$ cat config.mk
export PLATFORM = sky130hd
export DESIGN_NAME = tagskip_buf
export DESIGN_NICKNAME = d
export VERILOG_FILES = /design/src/rtl/tagskip_pkg.sv /design/src/rtl/tagskip_match.sv /design/src/rtl/tagskip_wayen.sv /design/src/rtl/tagskip_fsm.sv /design/src/rtl/tagskip_buf.sv
export SDC_FILE = /design/constraint.sdc
export NUM_CORES = 1
export LEC_CHECK = 0
export BUFFER_PORTS_ARGS = -buffer_cell sky130_fd_sc_hd__buf_2
export CAP_MARGIN = 20
export CORE_MARGIN = 8
export CORE_UTILIZATION = 40
export CTS_BUF_LIST = sky130_fd_sc_hd__clkbuf_8
export CTS_CLUSTER_DIAMETER = 150
export DETAILED_ROUTE_END_ITERATION = 8
export PLACE_DENSITY_LB_ADDON = 0.2
export REMOVE_ABC_BUFFERS = 1
export SETUP_SLACK_MARGIN = 0.3
export SLEW_MARGIN = 20
export SYNTH_ARGS = -nofsm -noshare
export SYNTH_HDL_FRONTEND = slang
export SYNTH_SLANG_ARGS = --single-unit
$ cat constraint.sdc
create_clock -name clk -period 5.9 [get_ports clk]
set_clock_uncertainty 0.05 [all_clocks]
set_input_delay 0.295 -clock clk [delete_from_list [all_inputs] [get_ports clk]]
set_output_delay 0.295 -clock clk [all_outputs]
set_load 0.01 [all_outputs]
$ cat src/rtl/tagskip_pkg.sv
`timescale 1ns/1ps
package tagskip_pkg;
    // Controller state: is a tag lookup result due this cycle?
    typedef enum logic {
        ST_IDLE  = 1'b0,
        ST_AWAIT = 1'b1
    } tsk_state_e;
endpackage

$ cat src/rtl/tagskip_match.sv
`timescale 1ns/1ps
// Parallel key comparator across all buffer entries.
// Entry layout: {valid, key[KEY_W], way[WAY_W]}
module tagskip_match #(
    parameter int N     = 4,
    parameter int KEY_W = 27,
    parameter int WAY_W = 1,
    parameter int ENT_W = 1 + KEY_W + WAY_W
) (
    input  logic [N-1:0][ENT_W-1:0] tbl,
    input  logic [KEY_W-1:0]        key,
    output logic [N-1:0]            hit
);
    for (genvar i = 0; i < N; i++) begin : g_cmp
        assign hit[i] = tbl[i][ENT_W-1] && (tbl[i][ENT_W-2:WAY_W] == key);
    end
endmodule

$ cat src/rtl/tagskip_wayen.sv
`timescale 1ns/1ps
// Per-way enable decode for tag and data arrays.
module tagskip_wayen #(
    parameter int WAYS  = 2,
    parameter int WAY_W = 1
) (
    input  logic             req,
    input  logic             skip,
    input  logic [WAY_W-1:0] way,
    output logic [WAYS-1:0]  tag_en,
    output logic [WAYS-1:0]  data_en
);
    for (genvar w = 0; w < WAYS; w++) begin : g_way
        assign tag_en[w]  = req && !skip;
        assign data_en[w] = req && (!skip || (way == WAY_W'(w)));
    end
endmodule

$ cat src/rtl/tagskip_fsm.sv
`timescale 1ns/1ps
// Tracks whether the cache lookup result belongs to a buffer miss.
module tagskip_fsm
    import tagskip_pkg::*;
(
    input  logic       clk,
    input  logic       rst_n,
    input  logic       miss,
    output tsk_state_e state,
    output logic       take_rsp
);
    tsk_state_e state_d;

    always_comb begin
        state_d = state;
        unique case (state)
            ST_IDLE:  state_d = miss ? ST_AWAIT : ST_IDLE;
            ST_AWAIT: state_d = miss ? ST_AWAIT : ST_IDLE;
            default:  state_d = ST_IDLE;
        endcase
    end

    always_ff @(posedge clk) begin
        if (!rst_n) state <= ST_IDLE;
        else        state <= state_d;
    end

    always_comb begin
        unique case (state)
            ST_IDLE:  take_rsp = 1'b0;
            ST_AWAIT: take_rsp = 1'b1;
            default:  take_rsp = 1'b0;
        endcase
    end
endmodule

$ cat src/rtl/tagskip_buf.sv
`timescale 1ns/1ps
// Fully associative MRU buffer of {tag, set index, way} that lets a
// set-associative cache skip its tag read and unused data ways.
module tagskip_buf
    import tagskip_pkg::*;
#(
    parameter int ADDR_W      = 32,
    parameter int CACHE_BYTES = 32768,
    parameter int WAYS        = 2,
    parameter int LINE_BYTES  = 32,
    parameter int ENTRIES     = 4
) (
    input  logic                                    clk,
    input  logic                                    rst_n,
    input  logic                                    req_valid,
    input  logic [ADDR_W-1:0]                       req_addr,
    input  logic                                    rsp_hit,
    input  logic [((WAYS > 1) ? $clog2(WAYS) : 1)-1:0] rsp_way,
    input  logic                                    inv_valid,
    input  logic [ADDR_W-1:0]                       inv_addr,
    output logic [WAYS-1:0]                         tag_en,
    output logic [WAYS-1:0]                         data_en,
    output logic                                    skip
);
    localparam int OFF_W = $clog2(LINE_BYTES);
    localparam int SETS  = CACHE_BYTES / (LINE_BYTES * WAYS);
    localparam int IDX_W = $clog2(SETS);
    localparam int TAG_W = ADDR_W - OFF_W - IDX_W;
    localparam int KEY_W = TAG_W + IDX_W;
    localparam int WAY_W = (WAYS > 1) ? $clog2(WAYS) : 1;
    localparam int ENT_W = 1 + KEY_W + WAY_W;

    typedef logic [ENTRIES-1:0][ENT_W-1:0] tbl_t;

    tbl_t               tbl_q, tbl_inv, tbl_fill, tbl_d;
    logic [KEY_W-1:0]   req_key, inv_key, pend_key;
    logic [ENTRIES-1:0] req_hits, inv_hits;
    logic [WAY_W-1:0]   hit_way;
    logic               inv_on_req, inv_on_pend, miss, take_rsp, fill_go;
    tsk_state_e         state;
    logic               unused_offsets;

    // Tag and set index are adjacent above the offset, so the key is one slice.
    assign req_key        = req_addr[ADDR_W-1:OFF_W];
    assign inv_key        = inv_addr[ADDR_W-1:OFF_W];
    assign unused_offsets = ^{req_addr[OFF_W-1:0], inv_addr[OFF_W-1:0]};

    tagskip_match #(.N(ENTRIES), .KEY_W(KEY_W), .WAY_W(WAY_W), .ENT_W(ENT_W)) u_req_match (
        .tbl(tbl_q), .key(req_key), .hit(req_hits)
    );
    tagskip_match #(.N(ENTRIES), .KEY_W(KEY_W), .WAY_W(WAY_W), .ENT_W(ENT_W)) u_inv_match (
        .tbl(tbl_q), .key(inv_key), .hit(inv_hits)
    );

    always_comb begin
        hit_way = '0;
        for (int i = 0; i < ENTRIES; i++)
            if (req_hits[i]) hit_way = hit_way | tbl_q[i][WAY_W-1:0];
    end

    assign inv_on_req  = inv_valid && (inv_key == req_key);
    assign inv_on_pend = inv_valid && (inv_key == pend_key);
    assign skip        = req_valid && (|req_hits) && !inv_on_req;
    assign miss        = req_valid && !skip;
    assign fill_go     = take_rsp && rsp_hit && !inv_on_pend;

    tagskip_fsm u_fsm (
        .clk(clk), .rst_n(rst_n), .miss(miss), .state(state), .take_rsp(take_rsp)
    );

    tagskip_wayen #(.WAYS(WAYS), .WAY_W(WAY_W)) u_wayen (
        .req(req_valid), .skip(skip), .way(hit_way), .tag_en(tag_en), .data_en(data_en)
    );

    // Move key k to the front. The slot it leaves is, in order of preference:
    // its own old slot, the first invalid slot, or the LRU slot.
    function automatic tbl_t touch(input tbl_t t, input logic [KEY_W-1:0] k,
                                   input logic [WAY_W-1:0] w);
        tbl_t r;
        int   pos;
        logic got;
        got = 1'b0;
        pos = ENTRIES - 1;
        for (int i = 0; i < ENTRIES; i++)
            if (!got && t[i][ENT_W-1] && (t[i][ENT_W-2:WAY_W] == k)) begin
                got = 1'b1;
                pos = i;
            end
        for (int i = 0; i < ENTRIES; i++)
            if (!got && !t[i][ENT_W-1]) begin
                got = 1'b1;
                pos = i;
            end
        r = t;
        for (int i = ENTRIES - 1; i > 0; i--)
            if (i <= pos) r[i] = t[i-1];
        r[0] = {1'b1, k, w};
        return r;
    endfunction

    // Update order: invalidate, then fill the pending miss, then promote the hit.
    always_comb begin
        tbl_inv = tbl_q;
        for (int i = 0; i < ENTRIES; i++)
            if (inv_valid && inv_hits[i]) tbl_inv[i][ENT_W-1] = 1'b0;
        tbl_fill = fill_go ? touch(tbl_inv, pend_key, rsp_way) : tbl_inv;
        tbl_d    = skip ? touch(tbl_fill, req_key, hit_way) : tbl_fill;
    end

    always_ff @(posedge clk) begin
        if (!rst_n) begin
            tbl_q    <= '0;
            pend_key <= '0;
        end else begin
            tbl_q <= tbl_d;
            if (miss) pend_key <= req_key;
        end
    end
endmodule

Word level (Yosys, flattened, before mapping)
Index checks and enable logic that the tools add are counted.
W data, S select, Z words.
- bitwise gates (word level): 5
- magnitude comparators: 6
- equality and inequality tests: 18
- reduce and logical (&&, ||, !) cells: 71
- mux-type cells: 48
- operator list (operator ; number):
    $eq A27 B27 Y1 ; 18
    $mux W32 ; 14
    $mux W116 ; 2
    $mux W29 ; 6
    $le A3 B32 Y1 const A ; 4
    $le A2 B32 Y1 const A ; 2
    $logic_and A1 B1 Y1 ; 43
    $logic_not A1 Y1 ; 25
    $mux W1 ; 23
    $mux W2 ; 2
    $reduce_or A4 Y1 ; 1
    $or A1 B1 Y1 ; 3
    $logic_or A1 B1 Y1 ; 2
    $not A1 Y1 ; 2
    $pmux W1 S2 ; 1
- flip-flop bits (word level): 144

Logic depth before layout (Yosys ltp)
- depth in word-level cells: 63
- gate-level depth with buffers: 16
- depth with buffers taken out: 11

Hierarchy
From an unflattened synthesis, not the netlist that was laid out.
- cell total of the unflattened synthesis: 1738
- area, all modules: 14207.4 um^2
- by module, submodules not included (module ; area an instance (um^2) ; instances ; seq. area each (um^2) ; cells an instance):
    tagskip_buf ; 11168.2 ; 1 ; 2862.7 ; 1388
    tagskip_match ; 1486.4 ; 2 ; 0.0 ; 171
    tagskip_fsm ; 33.8 ; 1 ; 20.0 ; 3
    tagskip_wayen ; 32.5 ; 1 ; 0.0 ; 5

Least setup slack after synthesis
OpenSTA, ideal clock, no wires.
- path kind: reg-to-reg
- start: register pend_key[24]
- end: register tbl_q, in the netlist tbl_inv[32]
- required time: 5.732 ns
- setup slack: 1.888 ns
- arrival: 3.844 ns
- cell stages (with the launch flop): 14
- period minus slack after synthesis: 4.012 ns
- setup time: 0.118 ns
- path through: dfxtp_1 > buf_2 > xnor2_1 > nand4_1 > or4_4 > o211ai_4 > mux2i_1 > o22ai_1 > or3_1 > or4_4 > o21ai_4 > buf_6 > mux2_2 > o2111a_1
- word-level cells in the longest chain between the ends: 56
- elaborated cells on any way between the ends: 92
- classes of those cells: order compare (4); eq/ne (9); mux (36); reduce/logical (43)
- RTL lines (item ; RTL line ; RTL):
    start: declaration ; tagskip_buf.sv:36 ; logic [KEY_W-1:0] req_key, inv_key, pend_key;
    start signal: assignment ; tagskip_buf.sv:116 ; if (miss) pend_key <= req_key;
    $eq A27 B27 Y1 ; tagskip_buf.sv:85 ; if (!got && t[i][ENT_W-1] && (t[i][ENT_W-2:WAY_W] == k)) begin
    $logic_and A1 B1 Y1 ; tagskip_buf.sv:85 ;
    $mux W1 ; tagskip_buf.sv:85 ;
    $logic_not A1 Y1 ; tagskip_buf.sv:85 ;
    $logic_and A1 B1 Y1 (2 in series) ; tagskip_buf.sv:85 ;
    $mux W1 ; tagskip_buf.sv:85 ;
    $logic_not A1 Y1 ; tagskip_buf.sv:85 ;
    $logic_and A1 B1 Y1 (2 in series) ; tagskip_buf.sv:85 ;
    [... 38 more ...] ; -- ;
    $logic_and A1 B1 Y1 ; tagskip_buf.sv:90 ; if (!got && !t[i][ENT_W-1]) begin
    $mux W1 ; tagskip_buf.sv:90 ;
    $logic_not A1 Y1 ; tagskip_buf.sv:90 ;
    $logic_and A1 B1 Y1 ; tagskip_buf.sv:90 ;
    $mux W32 ; tagskip_buf.sv:90 ;
    $le A2 B32 Y1 ; tagskip_buf.sv:96 ; if (i <= pos) r[i] = t[i-1];
    $mux W29 ; tagskip_buf.sv:96 ;
    $mux W116 (*) ; tagskip_buf.sv:107 ; tbl_d = skip ? touch(tbl_fill, req_key, hit_way) : tbl_fill;
    end signal: assignment ; tagskip_buf.sv:115 ; tbl_q <= tbl_d;
    end: declaration ; tagskip_buf.sv:35 ; tbl_t tbl_q, tbl_inv, tbl_fill, tbl_d;
Every way passes the cells marked *; elsewhere a longest branch is shown, timed or not.
A chain may end at the register's enable or synchronous reset.

Worst setup path after layout
- start: register pend_key[2]
- end: register tbl_q, in the netlist tbl_inv[88]
- word-level cells in the longest chain between the ends: 56
- elaborated cells on any way between the ends: 92
- classes of those cells: order compare (4); eq/ne (9); mux (36); reduce/logical (43)
- RTL lines (item ; RTL line):
    $eq A27 B27 Y1 ; tagskip_buf.sv:85
    $logic_and A1 B1 Y1 ; tagskip_buf.sv:85
    $mux W1 ; tagskip_buf.sv:85
    $logic_not A1 Y1 ; tagskip_buf.sv:85
    $logic_and A1 B1 Y1 (2 in series) ; tagskip_buf.sv:85
    $mux W1 ; tagskip_buf.sv:85
    $logic_not A1 Y1 ; tagskip_buf.sv:85
    $logic_and A1 B1 Y1 (2 in series) ; tagskip_buf.sv:85
    [... 38 more ...] ; --
    $logic_and A1 B1 Y1 ; tagskip_buf.sv:90
    $mux W1 ; tagskip_buf.sv:90
    $logic_not A1 Y1 ; tagskip_buf.sv:90
    $logic_and A1 B1 Y1 ; tagskip_buf.sv:90
    $mux W32 ; tagskip_buf.sv:90
    $le A3 B32 Y1 ; tagskip_buf.sv:96
    $mux W29 ; tagskip_buf.sv:96
    $mux W116 (*) ; tagskip_buf.sv:107
Marks and branches as above.

==> results.toml <==
[power_and_ir_drop]
switching_share = 0.355
pwr-share-clk = 0.376
seq_power_share = 0.407
worst_voltage_drop_across_the_vdd_grid_mv = 0.200
p_comb_frac = 0.217
cell_internal_pwr_mw = 1.65
cellPowerDensity_mw_per_mm2 = 175
cellLeakagePower_nw = 5.90
power.switching_mw = 0.907

[floorplanning]
io_pins = 75
die_y_um = 199
core-area_sq_mm = 0.0333
dieArea_sq_mm = 0.0396
die_width_um = 199
rows = 67
initial_utilization = 0.403

[placed_design]
port_buffers = 64
place_worst_setup_slack_ps = 768
globalplace.congestion = 1.05
hpwl_um = 58200
detailed_place.area_sq_mm = 0.0142

[synthesis]
synth_enable_flop_cells = 0
syn-cell-area_sq_mm = 0.0134
instance_count_of_the_mapped_netlist = 1697
syn-mean-instance-area_sq_um = 7.90
synth.ff_latch_count = 144
ys_types = 86
yosysWarningCount = 0
synth-async-reset-ratio = 0
yosysSeqAreaShare = 0.215
ys.flop_type = "sky130_fd_sc_hd__dfxtp_1"

[finish]
final_cell_utilization_of_the_core = 0.440
layout.cells.most_common = "sky130_fd_sc_hd__xnor2_1"
areaGrowthSynthToFinish_pct = 9.32
mostFrequentLayoutCells = "sky130_fd_sc_hd__xnor2_1 (217), sky130_fd_sc_hd__xor2_1 (154), sky130_fd_sc_hd__dfxtp_1 (144), sky130_fd_sc_hd__nor2_1 (110), sky130_fd_sc_hd__nand2_1 (104)"
register_area_sq_mm = 0.00288
final_area_sq_mm = 0.0147
n_antenna_cell = 0
fill_count = 3432
net_count_of_the_finished_layout = 1749
drive_gt1_frac = 0.174
multi_input_area_sq_mm = 0.00941

[worst_setup_path]
startpoint_type = "flop"
worst_r2r_startpoint = "pend_key[2]$_SDFFE_PN0P_"
reg2reg_setup_slack_ps = 590
worst-r2r-cell-count = 13
crit_fanout = 10
worst-setup-path-type = "reg2reg"
end_kind = "flop"
critPathRequiredTime_ps = 6270
worstPathArrival_ps = 5680
reg2reg_to = "tbl_inv[88]$_SDFF_PN0_"

[clock_network]
worst_skew_pair.late_latency_ps = 530
ctsHoldBuffers = 0
max-clock-path-buffers = 2
cts.repair_timing.setup_buffer_count = 0
post_cts_resized = 0
tritoncts.num_buffers = 17
htree_num_levels = 4
ctsRootBufferMaster = "sky130_fd_sc_hd__clkbuf_8"
clk_transition_reported_paths_ps = 100
clkSinkCount = 144
cts_tree = "built"

[routing]
drt-vias-per-instance = 6.61
post_detailed_route_drc_marker_count = 0
detailroute.wirelength.met2_um = 31200
detailedRoute.firstPassIterationCount = 6
topRoutingLayerUsed = "met5"
route.antenna.remaining_nets = 0
avgRoutedWirePerCell_um = 36.1
detailed_route_iter0_violations = 2053
wirelength_met1_um = 30300
drt-total-wl_um = 77200
routed_via_count = 14100
met3RoutedLength_um = 9810

[global_route]
grt_first_pass_wirelength_um = 106000
grtUsageTotal = 0.385
pin_count_of_the_biggest_net_entering_global_routing = 61
first_global_vias = 13500
grt.overflow.total = 0
grt_antenna_before_repair = 1

[hold_path]
min_delay_worst_endpoint = "pend_key[24]$_SDFFE_PN0P_"
count_of_cells_along_the_worst_hold_path = 3
path_type_of_the_worst_min_delay_path = "in2reg"
startpoint_of_the_most_critical_hold_path = "req_addr[29]"

[timing]
hold_violations = 0
finalWorstPathRequiredPeriod_ps = 5310
fin_hold_ws_ps = 113
final-setup-viol-count = 0
setup_tns_ps = 0
max_freq_mhz = 188
drv_slew = 0
final_worst_path_period_share = 0.901
timing.max_slew.rel_slack = 0.224
grt_setup_unrepaired = "false"
timing_worst_slew_pin_value_ps = 1160
post-route-worst-setup-slack_ps = 586

[status]
outcome = "complete, no violations"

[run]
total_of_max_cap_violations = 0
[metrics by stage]
step / power (mW) / std cells
floorplan: 1.29 / 1494
global placement: 1.59 / 2108
detailed placement: 1.58 / 2108
CTS: 2.52 / 2140
global route: 2.60 / 2140
finish: 2.56 / 2140
[power groups by stage]
stage / Clock, mW / Sequential [mW] / Combinational [mW]
5_1_grt: 0.992 / 1.04 / 0.566
4_1_cts: 0.959 / 1.04 / 0.528
3_3_place_gp: 0 / 1.06 / 0.527
3_5_place_dp: 0 / 1.06 / 0.526
2_1_floorplan: 0 / 1.04 / 0.256
6_report: 0.962 / 1.04 / 0.555
[synthesized netlist by cell type (25+ instances only)]
library cell	n	share of area
sky130_fd_sc_hd__a21oi_1	102	0.038
sky130_fd_sc_hd__xor2_1	154	0.10
sky130_fd_sc_hd__buf_2	74	0.028
sky130_fd_sc_hd__nor2_1	110	0.031
sky130_fd_sc_hd__mux2i_1	74	0.055
sky130_fd_sc_hd__nor4_1	54	0.025
sky130_fd_sc_hd__clkbuf_1	100	0.028
sky130_fd_sc_hd__xnor2_1	217	0.14
sky130_fd_sc_hd__nand4_1	75	0.035
sky130_fd_sc_hd__nand2_1	104	0.029
sky130_fd_sc_hd__dfxtp_1	144	0.22
sky130_fd_sc_hd__nor3_1	25	0.0093
sky130_fd_sc_hd__mux2_2	31	0.026
sky130_fd_sc_hd__inv_1	52	0.015
sky130_fd_sc_hd__o21ai_0	63	0.024
sky130_fd_sc_hd__or3_1	25	0.012
sky130_fd_sc_hd__a221oi_2	31	0.035
[area by class of cell]
type                       count  share of cell area
timing repair buffer         166              0.0784
tap                          448              0.0383
clock inverter                13              0.0125
clock buffer                  19              0.0178
sequential                   144               0.197
multi-input combinational   1296               0.642
inverter                      54              0.0140
[worst max-delay path, cell delays in order (launching register included)]
cell	delay, ps
sky130_fd_sc_hd__dfxtp_1	870
sky130_fd_sc_hd__xnor2_1	190
sky130_fd_sc_hd__nand4_1	130
sky130_fd_sc_hd__or4_4	580
sky130_fd_sc_hd__o211ai_4	410
sky130_fd_sc_hd__buf_4	300
sky130_fd_sc_hd__a2111oi_0	90
sky130_fd_sc_hd__o211ai_1	590
sky130_fd_sc_hd__mux2i_1	450
sky130_fd_sc_hd__o22a_1	200
sky130_fd_sc_hd__nand4_2	280
sky130_fd_sc_hd__a2111o_1	540
sky130_fd_sc_hd__buf_4	210
sky130_fd_sc_hd__a221oi_1	300
[worst max path at each step]
stage	from	endpoint
6_report	pend_key[2]$_SDFFE_PN0P_	tbl_inv[88]$_SDFF_PN0_
5_1_grt	tbl_inv[47]$_SDFF_PN0_	tbl_inv[88]$_SDFF_PN0_
4_1_cts	pend_key[12]$_SDFFE_PN0P_	tbl_inv[46]$_SDFF_PN0_
3_5_place_dp	pend_key[12]$_SDFFE_PN0P_	tbl_inv[46]$_SDFF_PN0_
3_3_place_gp	inv_addr[12]	tbl_inv[113]$_SDFF_PN0_
2_1_floorplan	pend_key[24]$_SDFFE_PN0P_	tbl_inv[113]$_SDFF_PN0_
[per-layer routing]
layer / vias up / global-route usage
met1: 6840 / 0.498
met3: 274 / 0.115
met4: 2 / 0.257
li1: 5881 / -
met2: 1141 / 0.544
met5: - / 0
[cells by family after synthesis]
logic type | Yosys count | synth area share
AND/OR/NAND/NOR | 494 | 0.194
XOR/XNOR | 371 | 0.242
AO/OA/AOI/OAI | 317 | 0.175
buffers and inverters | 257 | 0.0839
flip-flops | 144 | 0.215
multiplexers | 114 | 0.0900
[sequential cells by signal, indices dropped and copies added (netlist names)]
| signal | count |
|---|---|
| pend_key | 27 |
| tbl_q | 4 |
| u_fsm.state | 1 |
| tbl_inv | 112 |
(Power assumes the default switching activity.)
